File: src/rtl/ais_pkg.sv
package ais_pkg;
  typedef enum logic {SRC_TX = 1'b0, SRC_RLB = 1'b1} src_sel_e;

  function automatic int cnt_width(input int limit);
    return (limit < 2) ? 1 : $clog2(limit);
  endfunction
endpackage

File: src/rtl/ais_edge_sync.sv
module ais_edge_sync #(
  parameter int STAGES = 2
) (
  input  logic clk,
  input  logic rst_n,
  input  logic async_in,
  output logic rise
);
  localparam int TAPS = STAGES + 1;
  logic [TAPS-1:0] tap;

  for (genvar g = 0; g < TAPS; g++) begin : g_stage
    if (g == 0) begin : g_first
      always_ff @(posedge clk or negedge rst_n)
        if (!rst_n) tap[g] <= 1'b0;
        else        tap[g] <= async_in;
    end else begin : g_next
      always_ff @(posedge clk or negedge rst_n)
        if (!rst_n) tap[g] <= 1'b0;
        else        tap[g] <= tap[g-1];
    end
  end

  assign rise = tap[STAGES-1] & ~tap[STAGES];
endmodule

File: src/rtl/ais_clk_loss_mon.sv
module ais_clk_loss_mon #(
  parameter int LOSS_CYC    = 32,
  parameter int RECOV_EDGES = 8
) (
  input  logic clk,
  input  logic rst_n,
  input  logic edge_seen,
  input  logic irq_clr,
  output logic lost,
  output logic irq
);
  localparam int GAP_W = ais_pkg::cnt_width(LOSS_CYC);
  localparam int REC_W = ais_pkg::cnt_width(RECOV_EDGES);
  localparam logic [GAP_W-1:0] GAP_MAX = GAP_W'(LOSS_CYC - 1);
  localparam logic [REC_W-1:0] REC_MAX = REC_W'(RECOV_EDGES - 1);

  logic [GAP_W-1:0] gap_q, gap_d;
  logic [REC_W-1:0] rec_q, rec_d;
  logic             lost_d;

  always_comb begin
    gap_d  = gap_q;
    rec_d  = rec_q;
    lost_d = lost;
    if (edge_seen) begin
      gap_d = '0;
      if (lost) begin
        if (rec_q == REC_MAX) begin
          lost_d = 1'b0;
          rec_d  = '0;
        end else begin
          rec_d = rec_q + 1'b1;
        end
      end
    end else if (gap_q == GAP_MAX) begin
      lost_d = 1'b1;
      rec_d  = '0;
    end else begin
      gap_d = gap_q + 1'b1;
    end
  end

  always_ff @(posedge clk or negedge rst_n) begin
    if (!rst_n) begin
      gap_q <= '0;
      rec_q <= '0;
      lost  <= 1'b0;
      irq   <= 1'b0;
    end else begin
      gap_q <= gap_d;
      rec_q <= rec_d;
      lost  <= lost_d;
      if (lost_d && !lost) irq <= 1'b1;
      else if (irq_clr)    irq <= 1'b0;
    end
  end

  AST_LOSS_NO_EDGE: assert property (@(posedge clk) disable iff (!rst_n)
    $rose(lost) |-> !$past(edge_seen));
  AST_CLEAR_ON_EDGE: assert property (@(posedge clk) disable iff (!rst_n)
    $fell(lost) |-> $past(edge_seen));
  AST_IRQ_ON_ENTRY: assert property (@(posedge clk) disable iff (!rst_n)
    $rose(lost) |-> irq);
endmodule

File: src/rtl/ais_bit_gate.sv
module ais_bit_gate (
  input  logic clk,
  input  logic rst_n,
  input  logic bit_stb,
  input  logic ais_req,
  input  logic src_bit,
  output logic line_data,
  output logic lb_data,
  output logic ais_active
);
  always_ff @(posedge clk or negedge rst_n) begin
    if (!rst_n) begin
      line_data  <= 1'b0;
      lb_data    <= 1'b0;
      ais_active <= 1'b0;
    end else if (bit_stb) begin
      ais_active <= ais_req;
      lb_data    <= src_bit;
      line_data  <= ais_req | src_bit;
    end
  end

  AST_AIS_ON_BOUNDARY: assert property (@(posedge clk) disable iff (!rst_n)
    !bit_stb |=> $stable(ais_active));
  AST_AIS_ONES: assert property (@(posedge clk) disable iff (!rst_n)
    ais_active |-> line_data);
endmodule

File: src/rtl/ais_txgen.sv
module ais_txgen #(
  parameter int LOSS_CYC    = 32,
  parameter int RECOV_EDGES = 8,
  parameter int SYNC_STAGES = 2
) (
  input  logic ref_clk,
  input  logic rst_n,
  input  logic tx_clk,
  input  logic ais_clk,
  input  logic tx_data,
  input  logic rlb_data,
  input  logic src_rlb,
  input  logic ais_force,
  input  logic alt_clk_force,
  input  logic irq_clr,
  output logic line_data,
  output logic lb_data,
  output logic ais_active,
  output logic clk_sel_alt,
  output logic clk_lost,
  output logic irq_loss
);
  import ais_pkg::*;

  logic     tx_rise, alt_rise, bit_stb, ais_req, src_bit;
  src_sel_e src_sel;

  ais_edge_sync #(.STAGES(SYNC_STAGES)) i_sync_tx (
    .clk(ref_clk), .rst_n(rst_n), .async_in(tx_clk), .rise(tx_rise));
  ais_edge_sync #(.STAGES(SYNC_STAGES)) i_sync_alt (
    .clk(ref_clk), .rst_n(rst_n), .async_in(ais_clk), .rise(alt_rise));

  ais_clk_loss_mon #(.LOSS_CYC(LOSS_CYC), .RECOV_EDGES(RECOV_EDGES)) i_mon (
    .clk(ref_clk), .rst_n(rst_n), .edge_seen(tx_rise), .irq_clr(irq_clr),
    .lost(clk_lost), .irq(irq_loss));

  assign src_sel     = src_sel_e'(src_rlb);
  assign src_bit     = (src_sel == SRC_RLB) ? rlb_data : tx_data;
  assign clk_sel_alt = alt_clk_force | clk_lost;
  assign bit_stb     = clk_sel_alt ? alt_rise : tx_rise;
  assign ais_req     = ais_force | clk_lost;

  ais_bit_gate i_gate (
    .clk(ref_clk), .rst_n(rst_n), .bit_stb(bit_stb), .ais_req(ais_req),
    .src_bit(src_bit), .line_data(line_data), .lb_data(lb_data),
    .ais_active(ais_active));

  AST_LOSS_FORCES_AIS: assert property (@(posedge ref_clk) disable iff (!rst_n)
    clk_lost && bit_stb |=> ais_active);
  AST_LB_MATCHES_LINE: assert property (@(posedge ref_clk) disable iff (!rst_n)
    !ais_active |-> (lb_data == line_data));
  AST_NO_STB_HOLDS: assert property (@(posedge ref_clk) disable iff (!rst_n)
    !bit_stb |=> $stable(line_data) && $stable(lb_data));
endmodule

File: config.mk
export PLATFORM = sky130hd
export DESIGN_NAME = ais_txgen
export DESIGN_NICKNAME = d
export VERILOG_FILES = /design/src/rtl/ais_pkg.sv /design/src/rtl/ais_edge_sync.sv /design/src/rtl/ais_clk_loss_mon.sv /design/src/rtl/ais_bit_gate.sv /design/src/rtl/ais_txgen.sv
export SDC_FILE = /design/constraint.sdc
export NUM_CORES = 1
export LEC_CHECK = 0
export ABC_AREA = 1
export BUFFER_PORTS_ARGS = -buffer_cell sky130_fd_sc_hd__clkbuf_2
export CORE_MARGIN = 10
export CORE_UTILIZATION = 40
export CTS_CLUSTER_SIZE = 20
export DETAILED_ROUTE_END_ITERATION = 8
export PLACE_DENSITY = 0.63
export RECOVER_POWER = 25
export SETUP_SLACK_MARGIN = 0.3
export SYNTH_ARGS = -nofsm -noshare
export SYNTH_HDL_FRONTEND = slang
export SYNTH_SLANG_ARGS = --single-unit
export TNS_END_PERCENT = 50
File: constraint.sdc
create_clock -name ref_clk -period 1.55 [get_ports ref_clk]
set_input_delay 0.0775 -clock ref_clk [delete_from_list [all_inputs] [get_ports ref_clk]]
set_output_delay 0.0775 -clock ref_clk [all_outputs]
set_load 0.005 [all_outputs]
== Yosys cells after proc, flatten, opt, wreduce, memory -nomap -nowiden ==
Index checks and enable logic that the tools add are counted.

* $add $sub $neg: 2
* Equality and inequality tests: 4
* Mux-type cells: 14
* Bitwise gates (word level): 7
* Reduce and logical (&&, ||, !) cells: 5

{| class="wikitable"
|+ Operators with widths
! cell !! count
|-
| 2-to-1 mux 3 bit || 4
|-
| 2-to-1 mux 5 bit || 2
|-
| 2-to-1 mux 1 bit || 8
|-
| adder 5 x 1 -> 5 bit, second input constant || 1
|-
| equality test 5 bit, second input constant || 1
|-
| nonzero test 2 bit || 2
|-
| adder 3 x 1 -> 3 bit, second input constant || 1
|-
| equality test 3 bit, second input constant || 1
|-
| bitwise OR 1 bit || 3
|-
| bitwise AND 1 bit || 2
|-
| inequality test 2 x 1 -> 1 bit, second input constant || 1
|-
| inequality test 2 bit, second input constant || 1
|-
| inverter 1 bit || 2
|-
| AND reduction 2 bit || 1
|-
| logical AND 1 bit || 1
|-
| zero test 1 bit || 1
|}

* Register bits after elaboration: 19
* Output and inout bits: 6
* Logic and storage cells: 45

== Longest topological paths before layout ==
Gate-level depths: netlist (run 1).

* Depth in word-level cells: 6
* Mapped depth: 8
* Depth with buffers taken out: 8

== Hierarchy ==
From an unflattened synthesis (run 1), not the netlist that was laid out.

* Cells, all modules: 82
* Area total of the unflattened synthesis: 809.5 um^2

{| class="wikitable"
|+ Modules (own cells, without submodules)
! module !! instances !! cells an instance !! area an instance (um^2)
|-
| ais_clk_loss_mon || 1 || 51 || 480.5
|-
| ais_edge_sync || 2 || 5 || 85.1
|-
| ais_bit_gate || 1 || 12 || 117.6
|-
| ais_txgen || 1 || 9 || 41.3
|}

== Least setup slack after synthesis (run 1) ==
Ideal clock, no wire load.

* Path kind: register to register
* Start: register i_mon.gap_q[0]
* End: register i_mon.gap_q[3]
* Library setup time: 0.119 ns
* Arrival time: 1.240 ns
* Data required time: 1.431 ns
* Path slack: 0.191 ns
* Cell stages (with the launch flop): 9
* Path buffers: 0
* Clock period less this slack: 1.359 ns
* Cells stage by stage: dfrtp_1 > ha_1 > inv_1 > nor2_1 > ha_1 > nor2_1 > nand3_1 > nand2_1 > nor2_1

* Longest elaborated chain between the ends: 3

{| class="wikitable"
|+ RTL lines
! element !! line !! RTL
|-
| start, declared || ais_clk_loss_mon.sv:17 || <nowiki>logic [GAP_W-1:0] gap_q, gap_d;</nowiki>
|-
| start signal, assigned || ais_clk_loss_mon.sv:50 || <nowiki>gap_q <= gap_d;</nowiki>
|-
| adder 5 x 1 -> 5 bit || ais_clk_loss_mon.sv:39 || <nowiki>gap_d = gap_q + 1'b1;</nowiki>
|-
| 2-to-1 mux 5 bit || ais_clk_loss_mon.sv:35 || <nowiki>end else if (gap_q == GAP_MAX) begin</nowiki>
|-
| 2-to-1 mux 5 bit || ais_clk_loss_mon.sv:25 || <nowiki>if (edge_seen) begin</nowiki>
|}

Several ways; a longest one is shown, not always the timed one. The select of a mux whose other input is x is not followed.
A chain may end at the register's enable or synchronous reset.

== Final worst setup path (run 1) ==
Same ends and word-level chain as after synthesis.

==> results.yml, run 1 <==
synthesis:
  netlist_instances: 99
  avgSynthCellArea_um2: 8.885
  synth.area.top_cells: "dfrtp_1 (54%), nand2_1 (12%), inv_1 (6.0%)"
  syn-cell-area_um2: 879.6
  yosysSeqAreaShare: 0.5405
  synthDistinctLibCells: 17
  synth_area_leader_cell: "dfrtp_1"
  ys_warn_count: 0
  ys_ff_latch: 19
  syn-num-nets: 113
  yosysTopAreaCellShare: 0.5405
cells_and_area:
  final_common_cell: "nand2_1"
  design_area_mm2: 0.001124
  area_delta_synth_final_pct: 27.74
  drive_above_1_share: 0.3040
  antenna_cells: 0
  final_cell_mix: "nand2_1 (27), dfrtp_1 (19), clkbuf_2 (14), inv_1 (13)"
  finalCoreUtilization: 0.5557
  nNetsFinal: 140
floorplan:
  core_area_mm2: 0.002022
  die_w_um: 66.90
  die_area_mm2: 0.004475
  pin_count: 16
  core.rowCount: 16
  die-height_um: 66.90
  start_util: 0.4350
setup_path:
  cp.required_ns: 1.74
  arrival_ns: 1.48
  crit_path_end_kind: "flop"
  critical_path_class: "flop to flop"
  crit_top_cell: "nor2_4"
  cpPeakStageDelay_ns: 0.40
  start_kind: "flop"
  cp_cell_sequence: "ha_2 > inv_2 > nor2_4 > ha_4 > nor2_4 > nand3_1 > nand2_1 > nor2_1"
  slowest_stage: "dfrtp_1"
  path_max_fanout: 7
placed_design:
  port_buffers: 15
  place_area_um2: 984.7
  dp_hpwl_mm: 1.297
  place_congestion: 0.7548
timing:
  grt_setup_unrepaired: "true"
  setup_viol: 0
  tightest_slew_ns: 1.018
  relSlewSlack: 0.3211
  fin_skew_ns: 0.002261
  fin_crit_sh: 0.8286
  maxSlewViolCount: 0
  max_freq_mhz: 778.6
  final.setup.tns_ns: 0
  min_period_ns: 1.284
  timing.hold.ws_ns: 0.1125
  final-hold-violation-count: 0
clocking:
  root_buffer: "clkbuf_4"
  clock_latency_ns: 0.29
  cts_made_buffers: 3
  clk_pin_slew_worst_paths_ns: 0.11
  htree_levels: 1
  cts.sinks: 19
  cts_tree: "built"
  ctsLongestPathBuffers: 2
drt:
  drc: 0
  totalWireLength_mm: 1.779
  viasPerCell: 4.566
  drt-initial-drc-count: 14
  ant_nets: 0
  num_vias: 694
  wl_per_cell_um: 11.70
  dr.pass1.iters: 4
power_and_ir_drop:
  ir_worst_vdd_mv: 0.5772
  p_leak_nw: 0.5953
  totalPowerFinal_w: 0.001105
  cellPowerDensity_mw_per_mm2: 983.1
global_routing:
  gr-total-overflow: 0
  grtUsageTotal: 0.08249
  antenna_found_initial: 0
  grt_max_degree: 20
  grt_first_pass_wirelength_mm: 3.029
  grt_pass1_vias: 748
min_path:
  hold_path.class: "input pin to flop"
run_status:
  outcome: "finished clean"
job:
  maxCapViolations: 0
==> state kept, by name, summed over array words and instances (netlist names) <==
register	count
i_gate.ais_active	1
i_gate.lb_data	1
i_gate.line_data	1
i_mon.gap_q	5
i_mon.irq	1
i_mon.lost	1
i_mon.rec_q	3
i_sync_alt.tap	3
i_sync_tx.tap	3
==> what timing repair did <==
item	4_1_cts	5_1_grt
setup endpoints to repair	10	10
pin swaps	1	1
setup buffers	2	2
endpoints found under the hold margin	22	0
hold buffers	4	0
gates resized for setup	5	4
==> synth_stat cells <==
| master | instances |
|---|---|
| nand4_1 | 2 |
| nand3b_1 | 1 |
| o21ai_0 | 2 |
| inv_1 | 14 |
| nand2_2 | 4 |
| o22ai_1 | 1 |
| a21oi_1 | 3 |
| nor2_1 | 7 |
| nand3_1 | 7 |
| dfrtp_1 | 19 |
| buf_6 | 1 |
| nand2_4 | 1 |
| nand2_1 | 28 |
| nor2_4 | 2 |
| ha_1 | 4 |
| nor3_1 | 2 |
| inv_2 | 1 |
==> cell families after synthesis <==
| group | Yosys count | synth area share |
|---|---|---|
| AO/OA/AOI/OAI | 6 | 0.03556 |
| adder cells (fa/ha/maj) | 4 | 0.05690 |
| buffers and inverters | 16 | 0.07681 |
| flip-flops | 19 | 0.5405 |
| AND/OR/NAND/NOR | 54 | 0.2902 |
==> power breakdown <==
| part | switching, W | internal, W |
|---|---|---|
| clock | 0.000148 | 0.0000999 |
| combinational | 0.000132 | 0.000126 |
| sequential | 0.0000448 | 0.000554 |
| total | 0.000325 | 0.000780 |
==> final timing paths <==
path | startpoint | endpoint | slack, ns | cells after the start
worst min register to register | i_sync_tx.tap[0] | i_sync_tx.tap[1] | 0.36 | 0
min in group asynchronous | rst_n | i_mon.gap_q[2] | 0.47 | 2
worst min-delay path | ais_force | i_gate.line_data | 0.11 | 5
worst max-delay path | i_mon.gap_q[0] | i_mon.gap_q[3] | 0.27 | 8
worst max register to register | i_mon.gap_q[0] | i_mon.gap_q[3] | 0.27 | 8
max in group asynchronous | rst_n | i_mon.rec_q[1] | 0.47 | 2
==> worst max-delay path, delay by kind of cell (launching register included) <==
kind / cells / cell delay (ns)
AND/OR/NAND/NOR: 5 / 0.34
flip-flops: 1 / 0.40
buffers and inverters: 1 / 0.07
adder cells (fa/ha/maj): 2 / 0.38
==> routing by layer <==
layer | GRT usage | vias to the layer above | wire, um
met5 | 0 | - | 0
met4 | 0.02564 | 0 | 25
met3 | 0.02508 | 4 | 81
met2 | 0.1315 | 13 | 883
met1 | 0.1033 | 318 | 789
li1 | - | 359 | -
==> stage by stage <==
step,instances,setup slack [ns]
floorplan,99,0.3040
CTS,150,0.2896
detailed placement,140,0.1605
global placement,140,0.2245
finish,152,0.2656
global route,152,0.1826
==> cell type report <==
class,instances,area (um2)
fill,181,898.4
inverter,15,56.30
clock buffer,4,26.28
multi-input combinational,64,387.9
sequential,19,475.5
tap,27,33.78
timing repair buffer,23,143.9
Note: power is estimated with default switching activity, not from simulation.
==> run 2, diff against run 1 <==
ABC_AREA = 0   (was 1)
clock period = 1.3 ns   (was 1.55 ns; I/O delays follow)
==> results.yml, run 2 <==
min_path:
  hold_path.class: "input pin to flop"
cells_and_area:
  largest_register: "i_mon.gap_q"
  num-fill-cells: 178
  final_common_cell: "dfrtp_1"
  area_delta_synth_final_pct: 34.42
  drive_above_1_share: 0.4396
  finalCoreUtilization: 0.5586
  design_area_mm2: 0.001085
  final_cell_mix: "dfrtp_1 (19), clkbuf_2 (14), buf_4 (10), nor2_1 (6), dlygate4sd3_1 (4)"
  largest_reg_flops: 5
  nNetsFinal: 106
  antenna_cells: 0
synthesis:
  ys.flop_type: "dfrtp_1"
  synth_edf_count: 0
  avgSynthCellArea_um2: 13.45
  ys_ff_latch: 19
  synth.area.top_cells: "dfrtp_1 (59%), ha_1 (6.2%), mux2i_1 (5.0%)"
  syn-num-nets: 74
  synth_area_leader_cell: "dfrtp_1"
  yosysTopAreaCellShare: 0.5891
  syn-cell-area_um2: 807.0
  synth_common_cells: "dfrtp_1 (19), nor2_1 (6), ha_1 (4), mux2i_1 (4)"
  yosysMostFrequentCell: "dfrtp_1"
  synthDistinctLibCells: 24
  ys_warn_count: 0
  yosysSeqAreaShare: 0.5891
  netlist_instances: 60
  async_flop_share: 1.000
power_and_ir_drop:
  totalPowerFinal_w: 0.001285
  seq_power_share: 0.555
  p_leak_nw: 0.5246
  cellPowerDensity_mw_per_mm2: 1184
  ir_worst_vdd_mv: 0.7063
  sw_frac_of_total: 0.2567
  power_frac_comb: 0.218
  p_int_w: 0.0009548
  clock_power_share: 0.227
  switchingPower_w: 0.0003298
setup_path:
  critical_path_class: "flop to flop"
  path_max_fanout: 6
  cp.required_ns: 1.53
  crit_path_end_kind: "flop"
  start_kind: "flop"
  arrival_ns: 1.63
drt:
  dr.pass1.iters: 4
  drt-initial-drc-count: 7
  num_vias: 532
  totalWireLength_mm: 1.365
  wl_per_cell_um: 11.57
  drc: 0
  viasPerCell: 4.508
  ant_nets: 0
run_status:
  violations: "negative setup slack"
  outcome: "finished with violations"
clocking:
  cts_made_buffers: 3
  ctsLongestPathBuffers: 2
  htree_levels: 1
  cts_tree: "built"
  root_buffer: "clkbuf_4"
  cts.sinks: 19
  clk_pin_slew_worst_paths_ns: 0.11
  clock_latency_ns: 0.30
floorplan:
  die_w_um: 64.92
  start_util: 0.4156
  pin_count: 16
  core_area_mm2: 0.001942
  core.rowCount: 16
  die_area_mm2: 0.004214
  die-height_um: 64.92
timing:
  finalWorstSetupSlack_ns: -0.1067
  maxSlewViolCount: 0
  min_period_ns: 1.407
  tightest_slew_ns: 0.9798
  max_freq_mhz: 710.9
  timing.hold.ws_ns: 0.1092
  setup_viol: 8
  grt_setup_unrepaired: "true"
  fin_crit_sh: 1.082
  final-hold-violation-count: 0
  relSlewSlack: 0.3468
  fin_skew_ns: 0.009966
global_routing:
  antenna_found_initial: 0
  grt_pass1_vias: 559
  gr-total-overflow: 0
  grt_first_pass_wirelength_mm: 2.339
  grtUsageTotal: 0.07058
  grt_max_degree: 20
placed_design:
  place_congestion: 0.7941
  place_area_um2: 991.0
  port_buffers: 15
  preCtsSetupSlack_ns: -0.1184
  dp_hpwl_mm: 1.065
job:
  maxCapViolations: 0
## run 2: metrics by stage
step                instances  setup TNS [ns]
finish                    118         -0.5190
global route              118          -1.173
CTS                       117         -0.5779
detailed placement        108         -0.4031
global placement          108         -0.3232
floorplan                  60         -0.8023
## run 2: cells by family after synthesis
family	Yosys count	share of synthesized area
mux	9	0.1426
simple gates	16	0.1101
fa+ha+maj	4	0.06202
xor+xnor	3	0.03256
flops	19	0.5892
compound gates	5	0.04342
buf+inv	4	0.02015
## run 2: worst max-delay path, cell delays in order (launching register included)
cell and delay (ns):
dfrtp_1 0.40, ha_2 0.18, and3_4 0.18, ha_4 0.17, nand4b_1 0.18, xor2_1 0.15, nor2_1 0.08
## run 2: what timing repair did
item / CTS / global route
resized for setup: 0 / 2
endpoints found under the hold margin: 22 / 0
endpoints found under the setup margin: 15 / 15
hold buffers: 4 / 0
setup buffers: 1 / 1
pin swaps: 4 / 2
cloned: 0 / 0
## run 2: layout make-up
type / instances / area [um2] / area share
timing repair buffer: 29 / 188.9 / 0.1742
sequential: 19 / 475.5 / 0.4383
clock buffer: 3 / 22.52 / 0.02076
multi-input combinational: 37 / 349.1 / 0.3218
inverter: 2 / 7.507 / 0.006920
tap: 27 / 33.78 / 0.03114
clock inverter: 1 / 7.507 / 0.006920
## run 2: layer usage
| metal | share of wire | routed length (um) | GRT usage |
|---|---|---|---|
| met1 | 0.45 | 614 | 0.07100 |
| met2 | 0.49 | 674 | 0.1182 |
| met3 | 0.048 | 66 | 0.03780 |
| met4 | 0.0066 | 9 | 0.03209 |
| met5 | 0 | 0 | 0 |
## run 2: power by group through the flow
stage / clock, W / sequential [W] / combinational (W)
after detailed placement: 0 / 0.000723 / 0.000236
after global routing: 0.000335 / 0.000725 / 0.000314
after global placement: 0 / 0.000722 / 0.000234
final: 0.000292 / 0.000713 / 0.000280
after floorplan: 0 / 0.000719 / 0.000132
after CTS: 0.000314 / 0.000715 / 0.000265
## run 2: path summary, 6_finish.rpt
path	start	endpoint	slack, ns	cells past startpoint
setup reg to reg	i_mon.gap_q[1]	i_mon.gap_q[3]	-0.11	6
setup / recovery	i_mon.gap_q[1]	i_mon.gap_q[3]	-0.11	6
hold reg to reg	i_sync_tx.tap[0]	i_sync_tx.tap[1]	0.37	0
min in group asynchronous	rst_n	i_sync_tx.tap[0]	0.44	2
hold / removal	ais_force	i_gate.ais_active	0.11	3
max in group asynchronous	rst_n	i_mon.gap_q[0]	0.27	2
==> run 3, diff against run 2 <==
SKIP_CTS_REPAIR_TIMING = 1   (was not set)
==> results.yml, run 3 (synthesized netlist as in run 2, its figures left out) <==
setup_path:
  start_kind: "flop"
  cp.required_ns: 1.53
  arrival_ns: 1.65
  path_max_fanout: 6
  crit_path_end_kind: "flop"
  r2r_start: "i_mon.gap_q[1]"
  ff2ff_path_depth: 6
  reg2reg_slack_ns: -0.12
  critical_path_class: "flop to flop"
  r2r-end: "i_mon.gap_q[3]"
cells_and_area:
  largest_reg_flops: 5
  antenna_cells: 0
  final_common_cell: "dfrtp_1"
  num-fill-cells: 178
  area_delta_synth_final_pct: 33.49
  drive_above_1_share: 0.4333
  final_cell_mix: "dfrtp_1 (19), clkbuf_2 (14), buf_4 (9), nor2_1 (6), dlygate4sd3_1 (4)"
  nNetsFinal: 105
  largest_register: "i_mon.gap_q"
  fin_cells: 117
  finalCoreUtilization: 0.5548
global_routing:
  grtUsageMet1: 0.07000
  met3_usage: 0.03952
  grt_pass1_vias: 548
  grtUsageTotal: 0.06952
  grt_first_pass_wirelength_mm: 2.297
  busiest_layer: "met2"
  met2_usage: 0.1145
  grt_max_degree: 20
  antenna_found_initial: 0
  gr-total-overflow: 0
timing:
  maxSlewViolCount: 0
  max_freq_mhz: 702.5
  timing.hold.ws_ns: 0.1093
  relSlewSlack: 0.3467
  min_period_ns: 1.423
  fin_skew_ns: 0.009962
  final-hold-violation-count: 0
  fin_crit_sh: 1.095
  grt_setup_unrepaired: "true"
  setup_viol: 8
  finalWorstSetupSlack_ns: -0.1235
  tightest_slew_ns: 0.9799
floorplan:
  die_w_um: 64.92
  pin_count: 16
  core_area_mm2: 0.001942
  die_area_mm2: 0.004214
  start_util: 0.4156
  die-height_um: 64.92
  core.rowCount: 16
power_and_ir_drop:
  power_frac_comb: 0.207
  sw_frac_of_total: 0.2578
  switchingPower_w: 0.0003266
  seq_power_share: 0.563
  p_int_w: 0.0009403
  ir_worst_vdd_mv: 0.7062
  cellPowerDensity_mw_per_mm2: 1176
  p_leak_nw: 0.5186
  clock_power_share: 0.231
min_path:
  worstHoldStart: "ais_force"
  whs_path_depth: 3
  hold_path.class: "input pin to flop"
  min_delay_worst_endpoint: "i_gate.ais_active"
job:
  maxCapViolations: 0
placed_design:
  port_buffers: 15
  place_congestion: 0.7941
  dp_hpwl_mm: 1.065
  preCtsSetupSlack_ns: -0.1184
  dp.cells: 108
clocking:
  cts.sinks: 19
  clk_pin_slew_worst_paths_ns: 0.11
  clock_latency_ns: 0.30
  cts_tree: "built"
  root_buffer: "clkbuf_4"
  htree_levels: 1
  ctsLongestPathBuffers: 2
  cts_made_buffers: 3
drt:
  num_vias: 525
  viasPerCell: 4.487
  totalWireLength_mm: 1.362
  wl_per_cell_um: 11.64
  dr.pass1.iters: 4
  drc: 0
  drt-initial-drc-count: 9
  ant_nets: 0
run_status:
  violations: "negative setup slack"
  outcome: "finished with violations"
run 3: worst max-delay path, stage by stage (launching register included):
cell,delay (ns)
dfrtp_1,0.40
ha_2,0.18
and3_4,0.18
ha_4,0.17
nand4b_1,0.18
xor2_1,0.15
nor2_1,0.10
run 3: area by class of cell:
cell class / count / area, um2 / share of cell area
sequential: 19 / 475.5 / 0.4413
multi-input combinational: 37 / 349.1 / 0.3240
inverter: 2 / 7.507 / 0.006969
tap: 27 / 33.78 / 0.03136
timing repair buffer: 28 / 181.4 / 0.1684
clock inverter: 1 / 7.507 / 0.006969
clock buffer: 3 / 22.52 / 0.02091
run 3: power groups by stage:
| stage | Clock (W) | Sequential, W | Combinational (W) |
|---|---|---|---|
| after detailed placement | 0 | 0.000723 | 0.000236 |
| final | 0.000292 | 0.000713 | 0.000262 |
| after CTS | 0.000314 | 0.000716 | 0.000234 |
| after floorplan | 0 | 0.000719 | 0.000132 |
| after global routing | 0.000335 | 0.000725 | 0.000295 |
| after global placement | 0 | 0.000722 | 0.000234 |
run 3: how the worst max path moves through the flow:
stage / start / endpoint / slack (ns) / cells after the start
6_report: i_mon.gap_q[1] / i_mon.gap_q[3] / -0.12 / 6
5_1_grt: i_mon.gap_q[1] / i_mon.gap_q[3] / -0.19 / 6
4_1_cts: i_mon.gap_q[1] / i_mon.gap_q[3] / -0.15 / 6
3_5_place_dp: i_mon.gap_q[1] / i_mon.gap_q[3] / -0.12 / 6
3_3_place_gp: i_mon.gap_q[1] / i_mon.gap_q[3] / -0.09 / 6
2_1_floorplan: i_mon.gap_q[0] / i_mon.gap_q[3] / -0.21 / 7
run 3: metrics by stage:
step                      setup TNS, ns  instance area [um2]   power, W
after global routing             -1.190                 1077   0.001355
after detailed placement        -0.4031                991.0  0.0009594
after global placement          -0.3232                991.0  0.0009564
final                           -0.5251                 1077   0.001267
after floorplan                 -0.8023                840.8  0.0008508
after CTS                       -0.6928                 1021   0.001264
run 3: metal layers:
layer / part of all wire / wire length (um)
met5: 0 / 0
met4: 0.0066 / 9
met3: 0.048 / 66
met2: 0.49 / 669
met1: 0.45 / 617
